<file path="config.mk">
export PLATFORM = sky130hd
export DESIGN_NAME = te_l1_act
export DESIGN_NICKNAME = d
export VERILOG_FILES = /design/src/rtl/te_l1_pkg.sv /design/src/rtl/te_l1_ind_decode.sv /design/src/rtl/te_l1_t3_timer.sv /design/src/rtl/te_l1_next.sv /design/src/rtl/te_l1_act.sv
export SDC_FILE = /design/constraint.sdc
export NUM_CORES = 1
export LEC_CHECK = 0
export BUFFER_PORTS_ARGS = -buffer_cell sky130_fd_sc_hd__buf_2
export CORE_ASPECT_RATIO = 1.75
export CORE_MARGIN = 10
export CORE_UTILIZATION = 30
export DETAILED_ROUTE_END_ITERATION = 12
export SLEW_MARGIN = 20
export SYNTH_ARGS = -nofsm -noshare
export SYNTH_HDL_FRONTEND = slang
export SYNTH_SLANG_ARGS = --single-unit
</file>
<file path="constraint.sdc">
create_clock -name clk -period 4.2 [get_ports clk]
set_input_delay 0 -clock clk [delete_from_list [all_inputs] [get_ports clk]]
set_output_delay 0 -clock clk [all_outputs]
set_load 0.005 [all_outputs]
</file>
<file path="src/rtl/te_l1_pkg.sv">
package te_l1_pkg;

  typedef enum logic [3:0] {
    ST_RST    = 4'd0,
    ST_F3PD   = 4'd1,
    ST_F3PU   = 4'd2,
    ST_F3PEND = 4'd3,
    ST_F4     = 4'd4,
    ST_F5     = 4'd5,
    ST_F6     = 4'd6,
    ST_F7     = 4'd7,
    ST_F8     = 4'd8
  } l1_state_e;

  typedef enum logic [3:0] {
    EV_NONE, EV_RES, EV_DR, EV_RSY, EV_DR6, EV_PU, EV_AR, EV_AI8, EV_DC
  } l1_event_e;

  localparam logic [3:0] IND_DR  = 4'h0;
  localparam logic [3:0] IND_RES = 4'h1;
  localparam logic [3:0] IND_RSY = 4'h4;
  localparam logic [3:0] IND_DR6 = 4'h5;
  localparam logic [3:0] IND_EI  = 4'h6;
  localparam logic [3:0] IND_PU  = 4'h7;
  localparam logic [3:0] IND_AR  = 4'h8;
  localparam logic [3:0] IND_AI8 = 4'hC;
  localparam logic [3:0] IND_DC  = 4'hF;

  localparam logic [3:0] CMD_AR8 = 4'h8;
  localparam logic [3:0] CMD_DI  = 4'hF;

endpackage

</file>
<file path="src/rtl/te_l1_ind_decode.sv">
module te_l1_ind_decode
  import te_l1_pkg::*;
(
  input  logic       vld,
  input  logic [3:0] code,
  output l1_event_e  ev
);

  always_comb begin
    ev = EV_NONE;
    if (vld) begin
      case (code)
        IND_RES, IND_EI: ev = EV_RES;
        IND_DR:          ev = EV_DR;
        IND_RSY:         ev = EV_RSY;
        IND_DR6:         ev = EV_DR6;
        IND_PU:          ev = EV_PU;
        IND_AR:          ev = EV_AR;
        IND_AI8:         ev = EV_AI8;
        IND_DC:          ev = EV_DC;
        default:         ev = EV_NONE;
      endcase
    end
  end

endmodule

</file>
<file path="src/rtl/te_l1_t3_timer.sv">
module te_l1_t3_timer #(
  parameter int T3_CYCLES = 100000
) (
  input  logic clk,
  input  logic rst_n,
  input  logic start,
  input  logic stop,
  output logic expire
);

  localparam int CW = $clog2(T3_CYCLES + 1);

  logic [CW-1:0] cnt_q, cnt_d;
  logic          run_q, run_d;

  assign expire = run_q && (cnt_q == CW'(1));

  always_comb begin
    cnt_d = cnt_q;
    run_d = run_q;
    if (start) begin
      cnt_d = CW'(T3_CYCLES);
      run_d = 1'b1;
    end else if (stop || expire) begin
      run_d = 1'b0;
    end else if (run_q) begin
      cnt_d = cnt_q - CW'(1);
    end
  end

  always_ff @(posedge clk or negedge rst_n) begin
    if (!rst_n) begin
      cnt_q <= '0;
      run_q <= 1'b0;
    end else begin
      cnt_q <= cnt_d;
      run_q <= run_d;
    end
  end

endmodule

</file>
<file path="src/rtl/te_l1_next.sv">
module te_l1_next
  import te_l1_pkg::*;
(
  input  l1_state_e  cur,
  input  l1_event_e  ev,
  input  logic       t3_exp,
  input  logic       act_req,
  output l1_state_e  nxt,
  output logic       cmd_go,
  output logic [3:0] cmd,
  output logic       act_go,
  output logic       deact_go,
  output logic       t3_start,
  output logic       t3_stop
);

  always_comb begin
    nxt      = cur;
    cmd_go   = 1'b0;
    cmd      = CMD_DI;
    act_go   = 1'b0;
    deact_go = 1'b0;
    t3_start = 1'b0;
    t3_stop  = 1'b0;
    if (ev != EV_NONE) begin
      case (ev)
        EV_RES: begin
          nxt      = ST_RST;
          cmd_go   = 1'b1;
          deact_go = (cur == ST_F7);
        end
        EV_AI8: if (cur != ST_F7) begin
          nxt     = ST_F7;
          cmd_go  = 1'b1;
          cmd     = CMD_AR8;
          act_go  = 1'b1;
          t3_stop = 1'b1;
        end
        EV_DC: if (cur inside {ST_RST, ST_F3PEND, ST_F4, ST_F5, ST_F6, ST_F8})
          nxt = ST_F3PD;
        EV_PU: if (cur == ST_F3PD) nxt = ST_F4;
        EV_RSY: begin
          if (cur inside {ST_F3PD, ST_F3PEND, ST_F4}) nxt = ST_F5;
          else if (cur == ST_F6) nxt = ST_F8;
          else if (cur == ST_F7) begin
            nxt      = ST_F8;
            deact_go = 1'b1;
          end
        end
        EV_AR: begin
          if (cur inside {ST_RST, ST_F3PD, ST_F3PEND, ST_F5, ST_F8}) nxt = ST_F6;
          else if (cur == ST_F7) begin
            nxt      = ST_F6;
            deact_go = 1'b1;
          end
        end
        EV_DR: if (cur inside {ST_F5, ST_F7, ST_F8}) begin
          nxt      = ST_F3PEND;
          cmd_go   = 1'b1;
          deact_go = (cur == ST_F7);
        end
        EV_DR6: if (cur == ST_F6) begin
          nxt    = ST_F3PEND;
          cmd_go = 1'b1;
        end
        default: ;
      endcase
    end else if (t3_exp) begin
      if (cur inside {ST_F3PD, ST_F4, ST_F5, ST_F6, ST_F8}) begin
        cmd_go   = 1'b1;
        deact_go = 1'b1;
      end
    end else if (act_req && (cur == ST_F3PD)) begin
      cmd_go   = 1'b1;
      cmd      = CMD_AR8;
      t3_start = 1'b1;
    end
  end

endmodule

</file>
<file path="src/rtl/te_l1_act.sv">
module te_l1_act
  import te_l1_pkg::*;
#(
  parameter int T3_CYCLES = 100000
) (
  input  logic       clk,
  input  logic       rst_n,
  input  logic       ind_vld,
  input  logic [3:0] ind_code,
  input  logic       act_req,
  output logic       cmd_vld,
  output logic [3:0] cmd_code,
  output logic       act_ind,
  output logic       deact_ind,
  output logic [3:0] state_o
);

  l1_state_e  cur_q, nxt;
  l1_event_e  ev;
  logic       t3_exp, t3_start, t3_stop;
  logic       cmd_go, act_go, deact_go;
  logic [3:0] cmd_nxt;

  te_l1_ind_decode u_dec (
    .vld  (ind_vld),
    .code (ind_code),
    .ev   (ev)
  );

  te_l1_t3_timer #(.T3_CYCLES(T3_CYCLES)) u_t3 (
    .clk    (clk),
    .rst_n  (rst_n),
    .start  (t3_start),
    .stop   (t3_stop),
    .expire (t3_exp)
  );

  te_l1_next u_nxt (
    .cur      (cur_q),
    .ev       (ev),
    .t3_exp   (t3_exp),
    .act_req  (act_req),
    .nxt      (nxt),
    .cmd_go   (cmd_go),
    .cmd      (cmd_nxt),
    .act_go   (act_go),
    .deact_go (deact_go),
    .t3_start (t3_start),
    .t3_stop  (t3_stop)
  );

  always_ff @(posedge clk or negedge rst_n) begin
    if (!rst_n) begin
      cur_q     <= ST_RST;
      cmd_vld   <= 1'b0;
      cmd_code  <= 4'h0;
      act_ind   <= 1'b0;
      deact_ind <= 1'b0;
    end else begin
      cur_q     <= nxt;
      cmd_vld   <= cmd_go;
      act_ind   <= act_go;
      deact_ind <= deact_go;
      if (cmd_go) cmd_code <= cmd_nxt;
    end
  end

  assign state_o = cur_q;

endmodule

</file>
==> results.py <==
metrics = {
    "routing": {
        "post_drt_wl_per_cell_um": 15.5,
        "ant_nets": 0,
        "met1Wirelength_um": 1780,
        "routed_wl_um": 4700,
        "top_layer_used": "met4",
        "wl_met3_um": 103,
        "vias_per_cell": 5.30,
        "drtIter0Drc": 58,
        "via_count": 1607,
        "drc": 0,
        "met2WireLength_um": 2580,
        "dr.pass1.iters": 4,
    },
    "timing": {
        "slew_headroom_pct": 26.8,
        "finalHoldViolations": 0,
        "skew_ps": 5.63,
        "rsz0062_at_grt": "false",
        "drv_slew": 0,
        "worst_pin_slew_ps": 1090,
        "fin_setup_tns_ps": 0,
        "finalSetupViolCount": 0,
        "fmax_ghz": 0.403,
        "finalCritPeriodShare_pct": 59.1,
        "period_minus_slack_ps": 2480,
    },
    "logic_synthesis": {
        "synth_area_um2": 1890,
        "yosysWarningCount": 0,
        "yosysUniqueCellTypes": 62,
        "synth_ff_type": "dfrtp_1",
        "synth_seq_cells": 27,
        "synth_area_per_cell_um2": 8.88,
        "synth_cells": 213,
        "synthArstFlopShare_pct": 100,
        "seq_area_frac_synth_pct": 35.7,
        "synth_edf_count": 0,
        "syn_nets": 223,
    },
    "global_routing": {
        "grt_pass1_wl_um": 7960,
        "grt_start_max_net_pins": 28,
        "grt_usage_pct": 9.76,
        "grt-ovfl-total": 0,
        "antenna_found_initial": 0,
        "first_global_vias": 1678,
    },
    "cts": {
        "numCtsBuffers": 3,
        "clock_sinks": 27,
        "post_cts_resize_count": 0,
        "clkTransAtPathRegs_ps": 90,
        "cts_tree": "yes",
        "cts_setup_buffers": 0,
        "clockRootBuffer": "clkbuf_8",
        "clock_latency_ps": 270,
        "cts_max_level": 1,
        "cts_max_path_buffers": 2,
    },
    "floorplanning": {
        "rows": 38,
        "start_util_pct": 30.6,
        "core_um2": 6180,
        "die_w_um": 80.0,
        "die_h_um": 125,
        "ios": 19,
        "die-area_um2": 10000,
    },
    "cells_and_area": {
        "drive_gt1_share_pct": 16.1,
        "final_cell_mix": "dfrtp_1, nand2_1, buf_2",
        "syn_to_final_growth_pct": 8.74,
        "antennaDiodeCount": 0,
        "nFillCells": 694,
        "final_common_cell": "dfrtp_1",
        "final_nets": 234,
        "final_util_pct": 33.3,
    },
    "worst_setup_path": {
        "rr_startpoint": "state_o[0]",
        "cp-startpoint": "state_o[0]",
        "endpoint": "u_t3.cnt_q[6]",
        "arrival_ps": 2680,
        "timing.rr.end": "u_t3.cnt_q[6]",
        "reg2reg_depth": 5,
        "cp_data_required_time_ps": 4400,
        "startpoint_type": "flip-flop",
        "rrSetupSlack_ps": 1720,
        "critPathMaxFanout": 17,
        "crit_type": "flip-flop to flip-flop",
        "worst_setup_path_end_kind": "flip-flop",
    },
    "placement": {
        "dpl.hpwl_um": 3680,
        "place_congestion": 0.818,
        "io_buffers": 18,
    },
    "run": {
        "cap_viol_max_count": 0,
    },
    "min_path": {
        "hold_path.class": "input pin to flip-flop",
    },
    "power": {
        "pwr_density_cell_nw_per_um2": 504,
        "power_mw": 1.04,
        "p_leak_nw": 0.889,
        "ir_drop_uv": 176,
    },
    "run_status": {
        "outcome": "complete, no violations",
    },
}
worst min-delay path by stage:
stage	slack, ps	startpoint	cells past startpoint	endpoint
after detailed placement	50	rst_n	1	u_t3.cnt_q[3]
after global placement	50	rst_n	1	u_t3.cnt_q[3]
after floorplan	-300	rst_n	0	act_ind
after global routing	110	ind_vld	3	deact_ind
final	90	ind_vld	3	deact_ind
after CTS	90	ind_vld	3	deact_ind
synth_stat cells (3+ instances only):
library cell,number,area (um2)
a21oi_1,7,35.0
a22oi_1,3,22.5
a31oi_1,3,18.8
buf_2,4,20.0
buf_4,3,22.5
clkbuf_1,4,15.0
dfrtp_1,27,676
inv_1,9,33.8
mux2_4,3,45.0
mux2i_1,4,40.0
nand2_1,24,90.1
nand2b_1,5,31.3
nand3_1,7,35.0
nor2_1,16,60.1
nor2b_1,3,18.8
nor3_1,11,55.1
nor4_1,4,25.0
o21ai_0,4,20.0
o22ai_1,3,18.8
or3_1,7,43.8
xnor2_1,7,61.3
stage by stage:
step           area [um2]  setup slack [ps]  hold WS, ps  std cells
6_report             2060              1720         85.0        303
5_1_grt              2060              1450          114        303
4_1_cts              2060              1700         88.4        303
3_5_place_dp         2000              1770         50.3        298
3_3_place_gp         2000              1780         49.4        298
2_1_floorplan        1890              2010         -296        213
final cells by class:
class	instances	area (um2)	share of cell area, %
Multi-Input combinational cell	162	1090	53.2
Tap cell	80	100	4.87
Clock buffer	4	45.0	2.19
Sequential cell	27	676	32.9
Inverter	11	41.3	2.01
Timing Repair Buffer	19	100	4.87
routing by layer:
layer | up-vias | global-route usage, %
met5 | - | 0
met4 | 0 | 5.73
met2 | 36 | 17.8
met3 | 20 | 1.43
met1 | 758 | 9.91
li1 | 793 | -
kinds of logic (layout without fill, tap and decap cells):
kind of cell,count (synthesis),after routing,share of synthesized area [%]
buffers and inverters,24,34,6.42
AOI/OAI and AO/OA,41,41,16.9
DFF,27,27,35.7
and+or+nand+nor,104,104,31.4
muxes,7,7,4.50
adders and majority gates,2,2,1.32
xor gates and xnor gates,8,8,3.71
repair_timing:
item,4_1_cts,5_1_grt
hold buffers,1,0
hold endpoints to repair,27,0
setup endpoints to repair,0,0
worst max-delay path, stage by stage (launching register included):
cell and delay (ps):
dfrtp_1 640, and4b_1 360, nor3_2 120, nor4b_2 940
a21oi_1 160, mux2i_1 180
report_power, final:
part           internal (mW)  switching (mW)
logic                  0.196           0.242
registers              0.340           0.112
clock network         0.0679          0.0783
sequential cells by signal (all words and copies together), names as in the netlist:
signal,cells
u_t3.run_q,1
state_o,4
cmd_vld,1
deact_ind,1
u_t3.cnt_q,17
act_ind,1
cmd_code,2
(Power assumes the default switching activity.)
